## src/rtl/dbg_chain_pkg.sv

```systemverilog
package dbg_chain_pkg;
  localparam int DATA_W = 32;
  localparam int ADDR_W = 5;
  localparam int SR_W   = DATA_W + ADDR_W + 1;

  typedef struct packed {
    logic              wr;
    logic [ADDR_W-1:0] addr;
    logic [DATA_W-1:0] data;
  } dbg_cmd_t;
endpackage

```

## src/rtl/dbg_chain_select.sv

```systemverilog
module dbg_chain_select #(
  parameter int IR_W        = 4,
  parameter int CH_W        = 4,
  parameter int CHAIN_ID    = 2,
  parameter int INTEST_CODE = 12
) (
  input  logic [IR_W-1:0] instr_i,
  input  logic [CH_W-1:0] chain_i,
  output logic            sel_o
);
  localparam logic [IR_W-1:0] INTEST_V = IR_W'(INTEST_CODE);
  localparam logic [CH_W-1:0] CHAIN_V  = CH_W'(CHAIN_ID);

  assign sel_o = (instr_i == INTEST_V) && (chain_i == CHAIN_V);
endmodule

```

## src/rtl/dbg_chain_shreg.sv

```systemverilog
module dbg_chain_shreg
  import dbg_chain_pkg::*;
(
  input  logic              clk_i,
  input  logic              rst_ni,
  input  logic              sel_i,
  input  logic              shift_i,
  input  logic              update_i,
  input  logic              tdi_i,
  input  logic [DATA_W-1:0] rd_data_i,
  output dbg_cmd_t          cmd_o
);
  logic [SR_W-1:0] sr_q;
  logic            rd_load;

  // shift has priority; the TAP never raises both
  assign rd_load = sel_i && update_i && !shift_i && !sr_q[SR_W-1];

  always_ff @(posedge clk_i or negedge rst_ni) begin
    if (!rst_ni) begin
      sr_q <= '0;
    end else if (sel_i && shift_i) begin
      sr_q <= {tdi_i, sr_q[SR_W-1:1]};
    end else if (rd_load) begin
      sr_q[DATA_W-1:0] <= rd_data_i;
    end
  end

  assign cmd_o = dbg_cmd_t'(sr_q);

  a_r1_idle_when_unselected: assert property (@(posedge clk_i) disable iff (!rst_ni)
    !sel_i |=> $stable(sr_q));

  a_r2_shift_moves_down: assert property (@(posedge clk_i) disable iff (!rst_ni)
    sel_i && shift_i |=> (sr_q[SR_W-2:0] == $past(sr_q[SR_W-1:1]))
                         && (sr_q[SR_W-1] == $past(tdi_i)));

  a_r5_read_keeps_header: assert property (@(posedge clk_i) disable iff (!rst_ni)
    rd_load |=> sr_q[SR_W-1:DATA_W] == $past(sr_q[SR_W-1:DATA_W]));
endmodule

```

## src/rtl/dbg_reg_bank.sv

```systemverilog
module dbg_reg_bank
  import dbg_chain_pkg::*;
#(
  parameter int NUM_REGS = 8
) (
  input  logic                       clk_i,
  input  logic                       rst_ni,
  input  logic                       we_i,
  input  logic [ADDR_W-1:0]          addr_i,
  input  logic [DATA_W-1:0]          wdata_i,
  output logic [DATA_W-1:0]          rd_data_o,
  output logic [NUM_REGS*DATA_W-1:0] regs_o
);
  logic [DATA_W-1:0] regs_q [NUM_REGS];

  for (genvar g = 0; g < NUM_REGS; g++) begin : g_reg
    always_ff @(posedge clk_i or negedge rst_ni) begin
      if (!rst_ni) begin
        regs_q[g] <= '0;
      end else if (we_i && addr_i == ADDR_W'(g)) begin
        regs_q[g] <= wdata_i;
      end
    end

    assign regs_o[g*DATA_W +: DATA_W] = regs_q[g];

    a_r4_write_lands: assert property (@(posedge clk_i) disable iff (!rst_ni)
      we_i && addr_i == ADDR_W'(g) |=> regs_q[g] == $past(wdata_i));

    // any write aimed elsewhere, mapped or not, leaves this register alone
    a_r6_untouched_holds: assert property (@(posedge clk_i) disable iff (!rst_ni)
      !(we_i && addr_i == ADDR_W'(g)) |=> $stable(regs_q[g]));
  end

  // unmapped addresses fall through to zero
  always_comb begin
    rd_data_o = '0;
    for (int i = 0; i < NUM_REGS; i++) begin
      if (addr_i == ADDR_W'(i)) rd_data_o = regs_q[i];
    end
  end
endmodule

```

## src/rtl/dbg_scan_chain.sv

```systemverilog
module dbg_scan_chain
  import dbg_chain_pkg::*;
#(
  parameter int NUM_REGS    = 8,
  parameter int IR_W        = 4,
  parameter int CH_W        = 4,
  parameter int CHAIN_ID    = 2,
  parameter int INTEST_CODE = 12
) (
  input  logic                       clk_i,
  input  logic                       rst_ni,
  input  logic                       sys_rst_ni,
  input  logic                       capture_dr_i,
  input  logic                       shift_dr_i,
  input  logic                       update_dr_i,
  input  logic [IR_W-1:0]            instr_i,
  input  logic [CH_W-1:0]            chain_i,
  input  logic                       tdi_i,
  output logic                       tdo_o,
  output logic [NUM_REGS*DATA_W-1:0] regs_o
);
  logic              sel;
  logic              bank_we;
  logic [DATA_W-1:0] rd_data;
  dbg_cmd_t          cmd;

  dbg_chain_select #(
    .IR_W(IR_W), .CH_W(CH_W), .CHAIN_ID(CHAIN_ID), .INTEST_CODE(INTEST_CODE)
  ) u_sel (
    .instr_i(instr_i),
    .chain_i(chain_i),
    .sel_o  (sel)
  );

  dbg_chain_shreg u_sr (
    .clk_i    (clk_i),
    .rst_ni   (rst_ni),
    .sel_i    (sel),
    .shift_i  (shift_dr_i),
    .update_i (update_dr_i),
    .tdi_i    (tdi_i),
    .rd_data_i(rd_data),
    .cmd_o    (cmd)
  );

  assign bank_we = sel && update_dr_i && !shift_dr_i && cmd.wr;

  dbg_reg_bank #(.NUM_REGS(NUM_REGS)) u_bank (
    .clk_i    (clk_i),
    .rst_ni   (sys_rst_ni),
    .we_i     (bank_we),
    .addr_i   (cmd.addr),
    .wdata_i  (cmd.data),
    .rd_data_o(rd_data),
    .regs_o   (regs_o)
  );

  assign tdo_o = sel & cmd.data[0];

  a_r3_capture_inert: assert property (@(posedge clk_i) disable iff (!rst_ni)
    sel && capture_dr_i && !shift_dr_i && !update_dr_i |=> $stable(cmd));

  a_r5_read_returns_reg: assert property (@(posedge clk_i) disable iff (!rst_ni || !sys_rst_ni)
    sel && update_dr_i && !shift_dr_i && !cmd.wr |=> cmd.data == $past(rd_data));

  a_r1_tdo_low_unselected: assert property (@(posedge clk_i) disable iff (!rst_ni)
    !sel |-> !tdo_o);
endmodule

```

## config.mk

```make
export PLATFORM = sky130hd
export DESIGN_NAME = dbg_scan_chain
export DESIGN_NICKNAME = d
export VERILOG_FILES = /design/src/rtl/dbg_chain_pkg.sv /design/src/rtl/dbg_chain_select.sv /design/src/rtl/dbg_chain_shreg.sv /design/src/rtl/dbg_reg_bank.sv /design/src/rtl/dbg_scan_chain.sv
export SDC_FILE = /design/constraint.sdc
export NUM_CORES = 1
export LEC_CHECK = 0
export BUFFER_PORTS_ARGS = -buffer_cell sky130_fd_sc_hd__buf_2
export CAP_MARGIN = 25
export CORE_UTILIZATION = 40
export CTS_CLUSTER_DIAMETER = 120
export DETAILED_ROUTE_END_ITERATION = 7
export SLEW_MARGIN = 20
export SYNTH_ARGS = -nofsm -noshare
export SYNTH_HDL_FRONTEND = slang
export SYNTH_SLANG_ARGS = --single-unit
```

## constraint.sdc

```tcl
create_clock -name clk_i -period 2.7 [get_ports clk_i]
set_input_delay 0.405 -clock clk_i [delete_from_list [all_inputs] [get_ports clk_i]]
set_output_delay 0.405 -clock clk_i [all_outputs]
set_load 0.01 [all_outputs]
```

### Word level (Yosys, flattened, before mapping)

Cells that the tools add are included.

| word-level totals | value |
|---|---|
| flip-flop bits (word level) | 294 |
| input port bits | 15 |
| output and inout port bits | 257 |
| logic and storage cells | 48 |

| cells by class | value |
|---|---|
| equal/unequal tests | 9 |
| mux-type cells | 10 |
| bitwise operators | 1 |
| reductions and logical operators | 18 |

Operators by type and width:

| operator | number |
|---|---|
| two-way mux 32 bit | 10 |
| equality test 5 x 3 -> 1 bit (second input constant) | 4 |
| logical AND 1 bit | 14 |
| equality test 5 x 2 -> 1 bit (second input constant) | 2 |
| equality test 5 x 1 -> 1 bit (second input constant) | 1 |
| zero test 5 bit | 1 |
| equality test 4 x 2 -> 1 bit (second input constant) | 1 |
| equality test 4 bit (second input constant) | 1 |
| zero test 1 bit | 2 |
| nonzero test 2 bit | 1 |
| bitwise AND 1 bit | 1 |

### Depth between registers and ports, before layout

Gate-level depths: netlist (run 1).

| depth | value |
|---|---|
| word-level depth | 11 |
| gate-level depth with buffers | 9 |
| depth with buffers taken out | 5 |

### Cells and area by module

From an unflattened synthesis (run 1), not the netlist that was laid out.

| unflattened totals | value |
|---|---|
| cell total of the unflattened synthesis | 980 |
| area, all modules | 13711.9 um^2 |

By module, submodules not included:

| module | instances | cells an instance | area an instance (um^2) | seq. area each (um^2) |
|---|---|---|---|---|
| dbg_reg_bank | 1 | 857 | 11766.3 | 6406.1 |
| dbg_chain_shreg | 1 | 118 | 1903.1 | 950.9 |
| dbg_chain_select | 1 | 3 | 26.3 | 0.0 |
| dbg_scan_chain | 1 | 2 | 16.3 | 0.0 |

### Worst setup path before layout (run 1)

OpenSTA, ideal clock, no wires.

| timing path | value |
|---|---|
| kind | input to register |
| from | input chain_i[0] |
| to | register u_bank.regs_q, in the netlist u_bank.regs_o[34] |
| setup time | 0.125 ns |
| arrival time | 2.168 ns |
| required time | 2.575 ns |
| slack | 0.407 ns |
| cell stages on the path | 6 |
| path buffers | 1 |
| cell sequence | or4b_4 -> nor3_4 -> nand2_4 -> nor4_4 -> buf_6 -> mux2_2 |

| on the way | value |
|---|---|
| cells in the longest elaborated chain, start to end | 6 |

RTL lines:

| what | RTL line | source |
|---|---|---|
| start: declaration | dbg_scan_chain.sv:17 | `input logic [CH_W-1:0] chain_i,` |
| equality test 4 x 2 -> 1 bit | dbg_chain_select.sv:14 | `assign sel_o = (instr_i == INTEST_V) && (chain_i == CHAIN_V);` |
| logical AND 1 bit | dbg_chain_select.sv:14 |  |
| logical AND 1 bit (3 in series) | dbg_scan_chain.sv:46 | `assign bank_we = sel && update_dr_i && !shift_dr_i && cmd.wr;` |
| logical AND 1 bit | dbg_reg_bank.sv:20 | `end else if (we_i && addr_i == ADDR_W'(g)) begin` |
| end signal: indexed assignment | dbg_reg_bank.sv:21 | `regs_q[g] <= wdata_i;` |
| end: declaration | dbg_reg_bank.sv:14 | `logic [DATA_W-1:0] regs_q [NUM_REGS];` |

Every way passes these cells.
A chain may end at the register's enable or synchronous reset.

### Worst setup path in the final report (run 1)

| timing path | value |
|---|---|
| from | register u_sr.sr_q[34], in the netlist u_sr.cmd_o[34] |
| to | register u_sr.sr_q[17], in the netlist u_sr.cmd_o[17] |

| on the way | value |
|---|---|
| cells in the longest elaborated chain, start to end | 11 |
| elaborated cells between the ends (all ways) | 18 |
| those cells by class | eq/ne: 7; mux: 10; reduce/logical: 1 |

RTL lines:

| what | RTL line | source |
|---|---|---|
| start: declaration | dbg_chain_shreg.sv:13 | `logic [SR_W-1:0] sr_q;` |
| start signal: assignment | dbg_chain_shreg.sv:23 | `sr_q <= {tdi_i, sr_q[SR_W-1:1]};` |
| start signal: indexed assignment | dbg_chain_shreg.sv:25 | `sr_q[DATA_W-1:0] <= rd_data_i;` |
| zero test 5 bit | dbg_reg_bank.sv:39 | `if (addr_i == ADDR_W'(i)) rd_data_o = regs_q[i];` |
| two-way mux 32 bit (7 in series) | dbg_reg_bank.sv:39 |  |
| two-way mux 32 bit (*) | dbg_reg_bank.sv:39 |  |
| two-way mux 32 bit (*) | dbg_chain_shreg.sv:24 | `end else if (rd_load) begin` |
| two-way mux 32 bit (*) | dbg_chain_shreg.sv:22 | `end else if (sel_i && shift_i) begin` |

Every way passes the cells marked *; elsewhere a longest branch is shown, timed or not. The select of a mux whose other input is x is not followed.

==> PnR_summary.wiki, run 1 <==
{| class="wikitable"
! Metric !! Value
|-
| Largest cells by area after synthesis || sky130_fd_sc_hd__dfrtp_1 (53%), sky130_fd_sc_hd__mux2_2 (19%), sky130_fd_sc_hd__a21oi_1 (3.7%), sky130_fd_sc_hd__o21ai_0 (3.0%), sky130_fd_sc_hd__a21o_1 (2.0%)
|-
| Outcome || complete, no violations
|-
| Detailed-router iteration count before antenna repair || 7
|-
| Syn nets || ~1200
|-
| Clock root buffer || sky130_fd_sc_hd__clkbuf_16
|-
| Number of instances in the placed design || 1861
|-
| Part of the Yosys area used for sequential elements || 0.5271
|-
| Die area || approximately 36000 sq um
|-
| Proportion of register bits with asynchronous set or reset after synthesis || 1.000
|-
| Critical Path RT || between 3 and 4 ns
|-
| Post-route clock skew || about 0.022 ns
|-
| Number of cells on the worst reg-to-reg path || 5
|-
| Iteration-0 DRC Markers || 1091
|-
| Tmin final || about 2.5 ns
|-
| Number of enable-type register cells in the synthesized netlist || 0
|-
| Setup fix buffers added after clock tree synthesis || 0
|-
| Critical path peak fanout || 13
|-
| Slowest cell delay on critical path || between 0.6 and 0.7 ns
|-
| Final nets || about 1500
|-
| Most common cell in the netlist || sky130_fd_sc_hd__dfrtp_1
|-
| Count of clock tree sinks || ~300
|-
| Cell-by-cell trace of the critical path || or3b_2, nor2_1, a22oi_1, o2111a_1, o21ai_0
|-
| Clock latency on the worst-skew pair || 0.52 ns
|-
| Die height || roughly 190 microns
|-
| Detailed Route WL || about 49000 microns
|-
| Maximum frequency from static timing analysis || between 300 and 400 MHz
|-
| Crit Path Category || reg -> reg
|-
| Share of final-layout standard cells stronger than drive strength 1 || 0.4410
|-
| Setup repair after global routing missed its margin || no
|-
| Port Buffer Count || 270
|-
| Count of nets left with antenna violations after detail routing || 0
|-
| Class of the most critical hold timing path || in -> reg
|-
| Total global routing track utilization || 0.2758
|-
| Hold bufs inserted after CTS || 2
|-
| Clock-pin slew on the worst setup and hold paths || roughly 0.06 ns
|-
| Area of the core region || roughly 34000 sq um
|-
| Clock tree from TritonCTS || done
|-
| Worst vdd ir || ~410 uV
|-
| Worst r2r dst || u_sr.cmd_o[17]
|-
| DRC || 0
|-
| Post-synth top area share || 0.5271
|-
| Vias in the first global route || about 11000
|-
| Slowest cell on the critical path || sky130_fd_sc_hd__or3b_2
|-
| Start of the worst register-to-register path || u_sr.cmd_o[34]
|-
| CTS HTree Levels || 2
|-
| Beginning of the critical path || u_sr.cmd_o[34]
|-
| Main flop type after synthesis || sky130_fd_sc_hd__dfrtp_1
|-
| Hold Violations, Final || 0
|-
| Largest net degree at the start of global routing || 81
|-
| Boundary Pins || ~270
|-
| Smallest hold slack || between 0.1 and 0.15 ns
|-
| Detailed-placement wirelength estimate || between 30000 and 40000 microns
|-
| Final weighted congestion of routability-driven global placement || between 0.8 and 0.9
|-
| Number of synthesized register bits || roughly 290
|-
| Via density per instance || between 5 and 6
|-
| Number of pins with negative max-slew slack in the final report || 0
|-
| Clock buffer count from CTS || 34
|-
| Filler Cell Count || between 3000 and 4000
|-
| Count of yosys warnings during synthesis || 0
|-
| Slack of the worst reg-to-reg path || about 0.16 ns
|-
| Area of combinational cells with multiple inputs || 6062 sq um
|-
| Tightest slew margin relative to the limit || 0.2438
|-
| Tightest Pin Transition || around 1.1 ns
|-
| Starting density of the core || 0.4050
|-
| Buffer depth of the longest clock path || 3
|-
| Power density over cell area || about 560 nW/um^2
|-
| Final period util || 0.9413
|-
| Total congestion overflow after global routing || 0
|-
| Number of resized instances in the post-cts repair step || 0
|-
| Worst Path Arrival || about 3 ns
|-
| Ranking of synthesized cells by instance count || sky130_fd_sc_hd__dfrtp_1 (294), sky130_fd_sc_hd__mux2_2 (237), sky130_fd_sc_hd__a21oi_1 (103)
|-
| Number of antenna violations at the first check in global routing || 0
|-
| Destination of the critical timing path || u_sr.cmd_o[17]
|-
| Most area-hungry cell type in the Yosys netlist || sky130_fd_sc_hd__dfrtp_1
|-
| Fin cells || about 1900
|-
| Nature of the critical path startpoint || flip-flop
|-
| Endpoint type of the worst setup path || flip-flop
|-
| Number of rows created at floorplan || 68
|-
| Gate Count Post-Synth || 1190
|-
| Per-cell routed wire length || roughly 26 microns
|-
| Cell leakage power || a little over 9 nW
|-
| Die width || about 190 microns
|-
| Synthesized area || 13960 sq um
|-
| Area growth, synth to finish || 23.27%
|-
| Number of inserted diodes || 0
|-
| Max Cap Violations || 0
|-
| Storage element area || about 7400 sq um
|-
| First-pass GRT wire length || between 70000 and 80000 microns
|-
| Synthesized area per cell || about 12 sq um
|-
| Final Setup Violations || 0
|-
| Routed via count || between 10000 and 15000
|-
| Final design utilization || 0.4993
|-
| Number of distinct library cell variants in the gate-level netlist after synthesis || 52
|-
| Setup_tns || 0 ns
|}
-- logic make-up (layout without fill, tap and decap cells) --
group                  count (synthesis)  after routing  synth area share
DFF                                  294            294            0.5271
and+or+nand+nor                      159            159           0.06293
buffers and inverters                135            412           0.04195
muxes                                260            260            0.2094
AOI/OAI and AO/OA                    342            342            0.1586
-- layout make-up --
cell class / count / share of cell area
multi-input combinational: 761 / 0.3523
clock buffer: 52 / 0.05694
tap: 455 / 0.03309
timing repair buffer: 342 / 0.1225
inverter: 11 / 0.002400
clock inverter: 7 / 0.005163
sequential: 294 / 0.4276
-- flip-flops by register name (all words and copies together) (netlist names) --
register and count:
u_bank.regs_o 256, u_sr.cmd_o 38
-- placed cells by master, fill, tap and decap left out, types with 5 or more instances in the layout --
master / netlist / layout
sky130_fd_sc_hd__o2bb2ai_1: 16 / 16
sky130_fd_sc_hd__a21o_1: 37 / 37
sky130_fd_sc_hd__o221ai_1: 10 / 10
sky130_fd_sc_hd__mux2_2: 237 / 237
sky130_fd_sc_hd__clkbuf_16: 0 / 35
sky130_fd_sc_hd__a22oi_1: 15 / 15
sky130_fd_sc_hd__buf_2: 17 / 269
sky130_fd_sc_hd__nand3_1: 8 / 8
sky130_fd_sc_hd__a221oi_1: 7 / 7
sky130_fd_sc_hd__o21ai_0: 85 / 85
sky130_fd_sc_hd__buf_4: 9 / 54
sky130_fd_sc_hd__o21a_1: 16 / 16
sky130_fd_sc_hd__clkbuf_1: 64 / 13
sky130_fd_sc_hd__o31a_1: 5 / 5
sky130_fd_sc_hd__inv_1: 11 / 11
sky130_fd_sc_hd__mux2_1: 19 / 19
sky130_fd_sc_hd__buf_12: 0 / 16
sky130_fd_sc_hd__nor3_1: 23 / 23
sky130_fd_sc_hd__nand2_1: 70 / 70
sky130_fd_sc_hd__a21oi_1: 103 / 103
sky130_fd_sc_hd__a2bb2oi_1: 11 / 11
sky130_fd_sc_hd__o31ai_1: 16 / 16
sky130_fd_sc_hd__a222oi_1: 16 / 16
sky130_fd_sc_hd__nand2b_1: 6 / 6
sky130_fd_sc_hd__nor2_1: 12 / 10
sky130_fd_sc_hd__and3_1: 8 / 6
sky130_fd_sc_hd__dfrtp_1: 294 / 294
-- worst max-delay path, delay by kind of cell (launching register included) --
| family | cells | cell delay (ns) |
|---|---|---|
| simple gates | 2 | 1.25 |
| flops | 1 | 0.63 |
| compound gates | 3 | 0.58 |
-- through the flow --
stage	setup slack (ns)	power (mW)	instance area, sq um
after floorplan	0.4071	4.880	13960
after global placement	0.06622	5.245	16120
after detailed placement	0.03793	5.248	16120
after CTS	0.2369	9.750	17210
after global routing	0.1448	9.986	17210
final	0.1585	9.677	17210
-- routing by layer --
| metal | track usage | wire, microns | vias up |
|---|---|---|---|
| met1 | 0.3823 | 21270 | 5748 |
| met2 | 0.4246 | 22060 | 536 |
| met4 | 0.09367 | 1611 | 0 |
| li1 | - | - | 4889 |
| met3 | 0.06258 | 4237 | 104 |
| met5 | 0 | 0 | - |
-- worst min path at each step --
stage | to | depth (start not counted) | startpoint
floorplan | u_bank.regs_o[0] | 0 | sys_rst_ni
global placement | u_sr.cmd_o[14] | 1 | rst_ni
detailed placement | u_sr.cmd_o[9] | 1 | rst_ni
CTS | u_sr.cmd_o[37] | 3 | tdi_i
global route | u_sr.cmd_o[37] | 3 | tdi_i
finish | u_sr.cmd_o[37] | 3 | tdi_i
-- power breakdown --
group | internal, mW | switching, mW
Combinational | 0.215 | 0.509
Sequential | 4.42 | 0.0369
Clock | 2.69 | 1.81
Note: power is estimated with default switching activity, not from simulation.
==> run 2, diff against run 1 <==
Settings changed: BUFFER_PORTS_ARGS -buffer_cell sky130_fd_sc_hd__buf_2 to -buffer_cell sky130_fd_sc_hd__buf_4, CTS_BUF_LIST from default to sky130_fd_sc_hd__clkbuf_8, PLACE_DENSITY from default to 0.64.
==> PnR_summary.wiki, run 2 (synthesized netlist as in run 1, its figures left out) <==
{| class="wikitable"
! Metric !! Value
|-
| Slowest cell delay on critical path || roughly 0.52 ns
|-
| Count of clock tree sinks || 294
|-
| Tightest Pin Transition || around 0.68 ns
|-
| First-pass GRT wire length || 73440 microns
|-
| Power density over cell area || 522.1 nW/um^2
|-
| Class of the most critical hold timing path || in -> reg
|-
| Detailed-placement wirelength estimate || 32750 microns
|-
| Iteration-0 DRC Markers || 998
|-
| Per-cell routed wire length || between 20 and 30 microns
|-
| Vias in the first global route || roughly 12000
|-
| Most frequent cells in the layout || sky130_fd_sc_hd__buf_4 (323), sky130_fd_sc_hd__dfrtp_1 (294), sky130_fd_sc_hd__mux2_2 (237)
|-
| Number of flip-flops under the largest register name || between 200 and 300
|-
| Setup fix buffers added after clock tree synthesis || 0
|-
| Final weighted congestion of routability-driven global placement || around 0.86
|-
| Final Setup Violations || 0
|-
| Area growth, synth to finish || 28.18%
|-
| Starting density of the core || 0.4050
|-
| Critical path peak fanout || 16
|-
| Die height || between 150 and 200 microns
|-
| Power, Total || between 9 and 10 mW
|-
| Clock latency on the worst-skew pair || just under 0.6 ns
|-
| Hold bufs inserted after CTS || 2
|-
| Boundary Pins || around 270
|-
| Outcome || complete, no violations
|-
| Largest net degree at the start of global routing || 77
|-
| Clock-pin slew on the worst setup and hold paths || roughly 0.06 ns
|-
| Number of antenna violations at the first check in global routing || 0
|-
| Number of resized instances in the post-cts repair step || 0
|-
| Clock root buffer || sky130_fd_sc_hd__clkbuf_8
|-
| Final nets || ~1500
|-
| Die width || between 150 and 200 microns
|-
| Number of rows created at floorplan || 68
|-
| DRC || 0
|-
| Area of the core region || approximately 34000 sq um
|-
| Nature of the critical path startpoint || flip-flop
|-
| Number of pins with negative max-slew slack in the final report || 0
|-
| Clock tree from TritonCTS || done
|-
| Cell leakage power || slightly above 9 nW
|-
| CTS HTree Levels || 2
|-
| Final period util || 0.8398
|-
| Tmin final || 2.267 ns
|-
| Hold Violations, Final || 0
|-
| Port Buffer Count || 270
|-
| Cell-by-cell trace of the critical path || nand2b_1, or2_2, buf_12, o21a_1, a222oi_1, o21ai_0
|-
| Routed via count || around 11000
|-
| Critical Path RT || 3.14 ns
|-
| Total congestion overflow after global routing || 0
|-
| Share of final-layout standard cells stronger than drive strength 1 || 0.4498
|-
| Crit Path Category || reg -> reg
|-
| Post-route clock skew || about 0.022 ns
|-
| Setup_tns || 0 ns
|-
| Total global routing track utilization || 0.2759
|-
| Endpoint type of the worst setup path || flip-flop
|-
| Setup repair after global routing missed its margin || no
|-
| Maximum frequency from static timing analysis || between 400 and 500 MHz
|-
| Die area || between 30000 and 40000 sq um
|-
| Via density per instance || 5.855
|-
| Number of inserted diodes || 0
|-
| Detailed Route WL || 49620 microns
|-
| Buffer depth of the longest clock path || 3
|-
| Clock buffer count from CTS || 51
|-
| Count of nets left with antenna violations after detail routing || 0
|-
| Tightest slew margin relative to the limit || 0.5462
|-
| Worst Path Arrival || 2.70 ns
|-
| Slowest cell on the critical path || sky130_fd_sc_hd__or2_2
|-
| Most common cell after layout, fill and taps aside || sky130_fd_sc_hd__buf_4
|-
| Detailed-router iteration count before antenna repair || 6
|-
| Max Cap Violations || 0
|-
| Worst vdd ir || ~360 uV
|}
[run 2: path summary, 6_finish.rpt]
check                             startpoint            endpoint  slack (ns)  depth (start not counted)
hold reg to reg            u_bank.regs_o[43]   u_bank.regs_o[43]        0.51                          1
max in group asynchronous         sys_rst_ni   u_bank.regs_o[51]        1.45                          3
setup / recovery              u_sr.cmd_o[35]       u_sr.cmd_o[7]        0.43                          6
setup reg to reg              u_sr.cmd_o[35]       u_sr.cmd_o[7]        0.43                          6
hold / removal                         tdi_i      u_sr.cmd_o[37]        0.05                          3
min in group asynchronous         sys_rst_ni  u_bank.regs_o[146]        0.40                          2
[run 2: final cells by class]
type                       instances  area, sq um
clock buffer                      66        908.4
clock inverter                    27        141.4
fill                            3088        16570
inverter                          11        41.29
multi-input combinational        761         6067
sequential                       294         7357
tap                              455        569.3
timing repair buffer             344         2805
[run 2: power by group]
| group | internal, mW | total (mW) | switching, mW |
|---|---|---|---|
| Clock | 2.28 | 4.14 | 1.86 |
| Combinational | 0.230 | 0.748 | 0.518 |
| Sequential | 4.42 | 4.45 | 0.0325 |
[run 2: critical path: cells and delay by family, from the launching register on]
kind / cells / cell delay, ns
AND/OR/NAND/NOR: 2 / 0.74
AO/OA/AOI/OAI: 3 / 0.63
flip-flops: 1 / 0.51
buffers and inverters: 1 / 0.24
[run 2: per-layer routing]
layer | global-route usage | vias to the layer above | share of wire
met2 | 0.4403 | 629 | 0.47
met4 | 0.1051 | 0 | 0.034
met5 | 0 | - | 0
met3 | 0.07879 | 106 | 0.098
met1 | 0.3541 | 5785 | 0.40
li1 | - | 4944 | -
[run 2: through the flow]
stage	util	hold slack [ns]	setup slack, ns	area, sq um	cells
CTS	0.5192	0.04125	0.4656	17890	1958
global placement	0.4880	0.4495	0.09432	16810	1862
floorplan	-	0.1094	0.4071	13960	1190
global route	0.5192	0.07221	0.3102	17890	1958
finish	0.5192	0.05425	0.4327	17890	1958
detailed placement	0.4881	0.4459	0.06661	16820	1863
==> run 3, diff against run 2 <==
Settings changed: ABC_AREA from default to 1.
Clock period 2.7 ns to 2.3 ns, I/O delays scaled along.
==> PnR_summary.wiki, run 3 <==
{| class="wikitable"
! Metric !! Value
|-
| Number of rows created at floorplan || 68
|-
| Part of the Yosys area used for sequential elements || 0.5269
|-
| Final weighted congestion of routability-driven global placement || 0.8250
|-
| Outcome || complete, no violations
|-
| Buffer depth of the longest clock path || 3
|-
| Number of instances in the placed design || about 2400
|-
| Largest net degree at the start of global routing || 64
|-
| Count of yosys warnings during synthesis || 0
|-
| Number of pins with negative max-slew slack in the final report || 0
|-
| Tmin final || 2.080 ns
|-
| Slowest cell on the critical path || sky130_fd_sc_hd__dfrtp_1
|-
| Area growth, synth to finish || 26.33%
|-
| Count of clock tree sinks || 294
|-
| Setup fix buffers added after clock tree synthesis || 0
|-
| Most area-hungry cell type in the Yosys netlist || sky130_fd_sc_hd__dfrtp_1
|-
| Number of resized instances in the post-cts repair step || 0
|-
| Final period util || 0.9042
|-
| Critical Path RT || roughly 2.8 ns
|-
| Syn nets || between 1500 and 2000
|-
| Die width || approximately 190 microns
|-
| Die area || 35660 sq um
|-
| Clock-pin slew on the worst setup and hold paths || roughly 0.06 ns
|-
| Standard cell area after detailed placement || 16490 sq um
|-
| Final Setup Violations || 0
|-
| Most common cell after layout, fill and taps aside || sky130_fd_sc_hd__nand2_1
|-
| Detailed-router iteration count before antenna repair || 5
|-
| Number of synthesized register bits || 294
|-
| Maximum frequency from static timing analysis || a little under 500 MHz
|-
| Clock buffer count from CTS || 51
|-
| Setup repair after global routing missed its margin || no
|-
| Number of antenna violations at the first check in global routing || 0
|-
| Final design utilization || 0.5119
|-
| Total congestion overflow after global routing || 0
|-
| Port Buffer Count || 270
|-
| Slowest cell delay on critical path || around 0.43 ns
|-
| Number of flip-flops under the largest register name || between 200 and 300
|-
| Power density over cell area || 624.3 nW/um^2
|-
| Die height || ~190 microns
|-
| Worst Path Buf+Inv || 2
|-
| Share of final-layout standard cells stronger than drive strength 1 || 0.2129
|-
| Number of enable-type register cells in the synthesized netlist || 0
|-
| Post-placement setup slack || roughly 0.2 ns
|-
| First-pass GRT wire length || roughly 75000 microns
|-
| Cell-by-cell trace of the critical path || nor2_2, nand2_1, nor2_4, inv_2, buf_4, o21ai_0, nand2_1
|-
| CP top delay family || simple AND/OR/NAND/NOR gates
|-
| Main flop type after synthesis || sky130_fd_sc_hd__dfrtp_1
|-
| Setup_tns || 0 ns
|-
| Smallest hold slack || 0.2970 ns
|-
| Iteration-0 DRC Markers || approximately 1100
|-
| Hold Violations, Final || 0
|-
| Post-route clock skew || roughly 0.019 ns
|-
| Max Cap Violations || 0
|-
| Fin cells || between 2000 and 3000
|-
| Count of nets left with antenna violations after detail routing || 0
|-
| Tightest slew margin relative to the limit || 0.5256
|-
| Clock root buffer || sky130_fd_sc_hd__clkbuf_8
|-
| Number of inserted diodes || 0
|-
| Ranking of synthesized cells by instance count || sky130_fd_sc_hd__nand2_1 (710), sky130_fd_sc_hd__dfrtp_1 (294), sky130_fd_sc_hd__o21ai_1 (135)
|-
| Gate Count Post-Synth || approximately 1800
|-
| Critical path peak fanout || 22
|-
| Worst setup margin || about 0.22 ns
|-
| Largest cells by area after synthesis || sky130_fd_sc_hd__dfrtp_1 (53%), sky130_fd_sc_hd__nand2_1 (19%), sky130_fd_sc_hd__o21ai_1 (4.8%), sky130_fd_sc_hd__o21ai_0 (4.2%), sky130_fd_sc_hd__inv_1 (3.1%)
|-
| Area of the core region || 34460 sq um
|-
| Boundary Pins || ~270
|-
| Cell leakage power || ~10 nW
|-
| Most common cell in the netlist || sky130_fd_sc_hd__nand2_1
|-
| Detailed Route WL || about 50000 microns
|-
| DRC || 0
|-
| Class of the most critical hold timing path || in -> reg
|-
| Starting density of the core || 0.4052
|-
| Endpoint type of the worst setup path || flip-flop
|-
| Worst vdd ir || around 310 uV
|-
| Number of distinct library cell variants in the gate-level netlist after synthesis || 30
|-
| Vias in the first global route || around 13000
|-
| Synthesized area per cell || a little under 8 sq um
|-
| Most frequent cell on the critical path || sky130_fd_sc_hd__nand2_1
|-
| Proportion of register bits with asynchronous set or reset after synthesis || 1.000
|-
| Tightest Pin Transition || between 0.7 and 0.8 ns
|-
| Post-synth top area share || 0.5269
|-
| Most frequent cells in the layout || sky130_fd_sc_hd__nand2_1 (710), sky130_fd_sc_hd__buf_4 (315), sky130_fd_sc_hd__dfrtp_1 (294)
|-
| Clock tree from TritonCTS || done
|-
| Worst Path Arrival || approximately 2.5 ns
|-
| Crit Path Category || reg -> reg
|-
| Routed via count || approximately 13000
|-
| Detailed-placement wirelength estimate || approximately 32000 microns
|-
| Total global routing track utilization || 0.2781
|-
| Via density per instance || ~5.3
|-
| Final non-filler cell area || 17640 sq um
|-
| Power, Total || between 10 and 15 mW
|-
| Final nets || a little over 2000
|-
| Nature of the critical path startpoint || flip-flop
|-
| Synthesized area || about 14000 sq um
|-
| Per-cell routed wire length || 19.67 microns
|-
| CTS HTree Levels || 2
|-
| Clock latency on the worst-skew pair || 0.58 ns
|}
==> run 3: changes by cell type in the layout (fill, tap and decap cells not counted), moves of 19 or more <==
| cell | previous run | this run |
|---|---|---|
| sky130_fd_sc_hd__nand4_1 | 1 | 30 |
| sky130_fd_sc_hd__a21oi_1 | 103 | 53 |
| sky130_fd_sc_hd__nand3_1 | 8 | 51 |
| sky130_fd_sc_hd__nand2_1 | 70 | 710 |
| sky130_fd_sc_hd__inv_1 | 31 | 128 |
| sky130_fd_sc_hd__o21ai_0 | 85 | 117 |
| sky130_fd_sc_hd__mux2_1 | 19 | 0 |
| sky130_fd_sc_hd__nor2_1 | 10 | 76 |
| sky130_fd_sc_hd__a21o_1 | 37 | 0 |
| sky130_fd_sc_hd__mux2_2 | 237 | 0 |
| sky130_fd_sc_hd__o21ai_1 | 0 | 135 |
==> run 3: cell type report <==
cell class / instances / area [sq um]
fill: 3313 / 16820
clock buffer: 76 / 1046
timing repair buffer: 331 / 2650
tap: 455 / 569.3
multi-input combinational: 1238 / 5463
clock inverter: 18 / 73.82
inverter: 128 / 480.5
sequential: 294 / 7357
==> run 3: cell families after synthesis <==
| group | Yosys count | share of synthesized area |
|---|---|---|
| flip-flops | 294 | 0.5269 |
| AO/OA/AOI/OAI | 329 | 0.1220 |
| AND/OR/NAND/NOR | 909 | 0.2676 |
| buffers and inverters | 259 | 0.08351 |
==> run 3: timing repair <==
action / CTS / global route
hold endpoints to repair: 95 / 0
endpoints found under the setup margin: 0 / 0
hold buffers: 3 / 0
==> run 3: report_power, final <==
group	internal, mW	switching, mW
registers	5.21	0.0405
logic	0.189	0.492
clock network	2.89	2.19
==> run 3: metal layers <==
metal	track usage	part of all wire	vias to the layer above
met5	0	0	-
met4	0.1083	0.034	0
met3	0.05029	0.093	114
met2	0.4422	0.46	684
met1	0.3767	0.41	6352
li1	-	-	6186
==> run 3: worst reg2reg max path, cell delays in order (launching register included) <==
cell,delay [ns]
sky130_fd_sc_hd__dfrtp_1,0.43
sky130_fd_sc_hd__nor2_2,0.14
sky130_fd_sc_hd__nand2_1,0.19
sky130_fd_sc_hd__nor2_4,0.34
sky130_fd_sc_hd__inv_2,0.22
sky130_fd_sc_hd__buf_4,0.31
sky130_fd_sc_hd__o21ai_0,0.26
sky130_fd_sc_hd__nand2_1,0.08
==> run 3: worst paths after layout <==
| path | startpoint | to | slack (ns) | cells after the start |
|---|---|---|---|---|
| setup / recovery | u_sr.cmd_o[36] | u_bank.regs_o[27] | 0.22 | 7 |
| hold / removal | update_dr_i | u_sr.cmd_o[30] | 0.30 | 6 |
| setup reg to reg | u_sr.cmd_o[36] | u_bank.regs_o[27] | 0.22 | 7 |
| hold reg to reg | u_bank.regs_o[73] | u_bank.regs_o[73] | 0.52 | 2 |
| max in group asynchronous | sys_rst_ni | u_bank.regs_o[23] | 1.20 | 3 |
| min in group asynchronous | sys_rst_ni | u_bank.regs_o[144] | 0.32 | 2 |
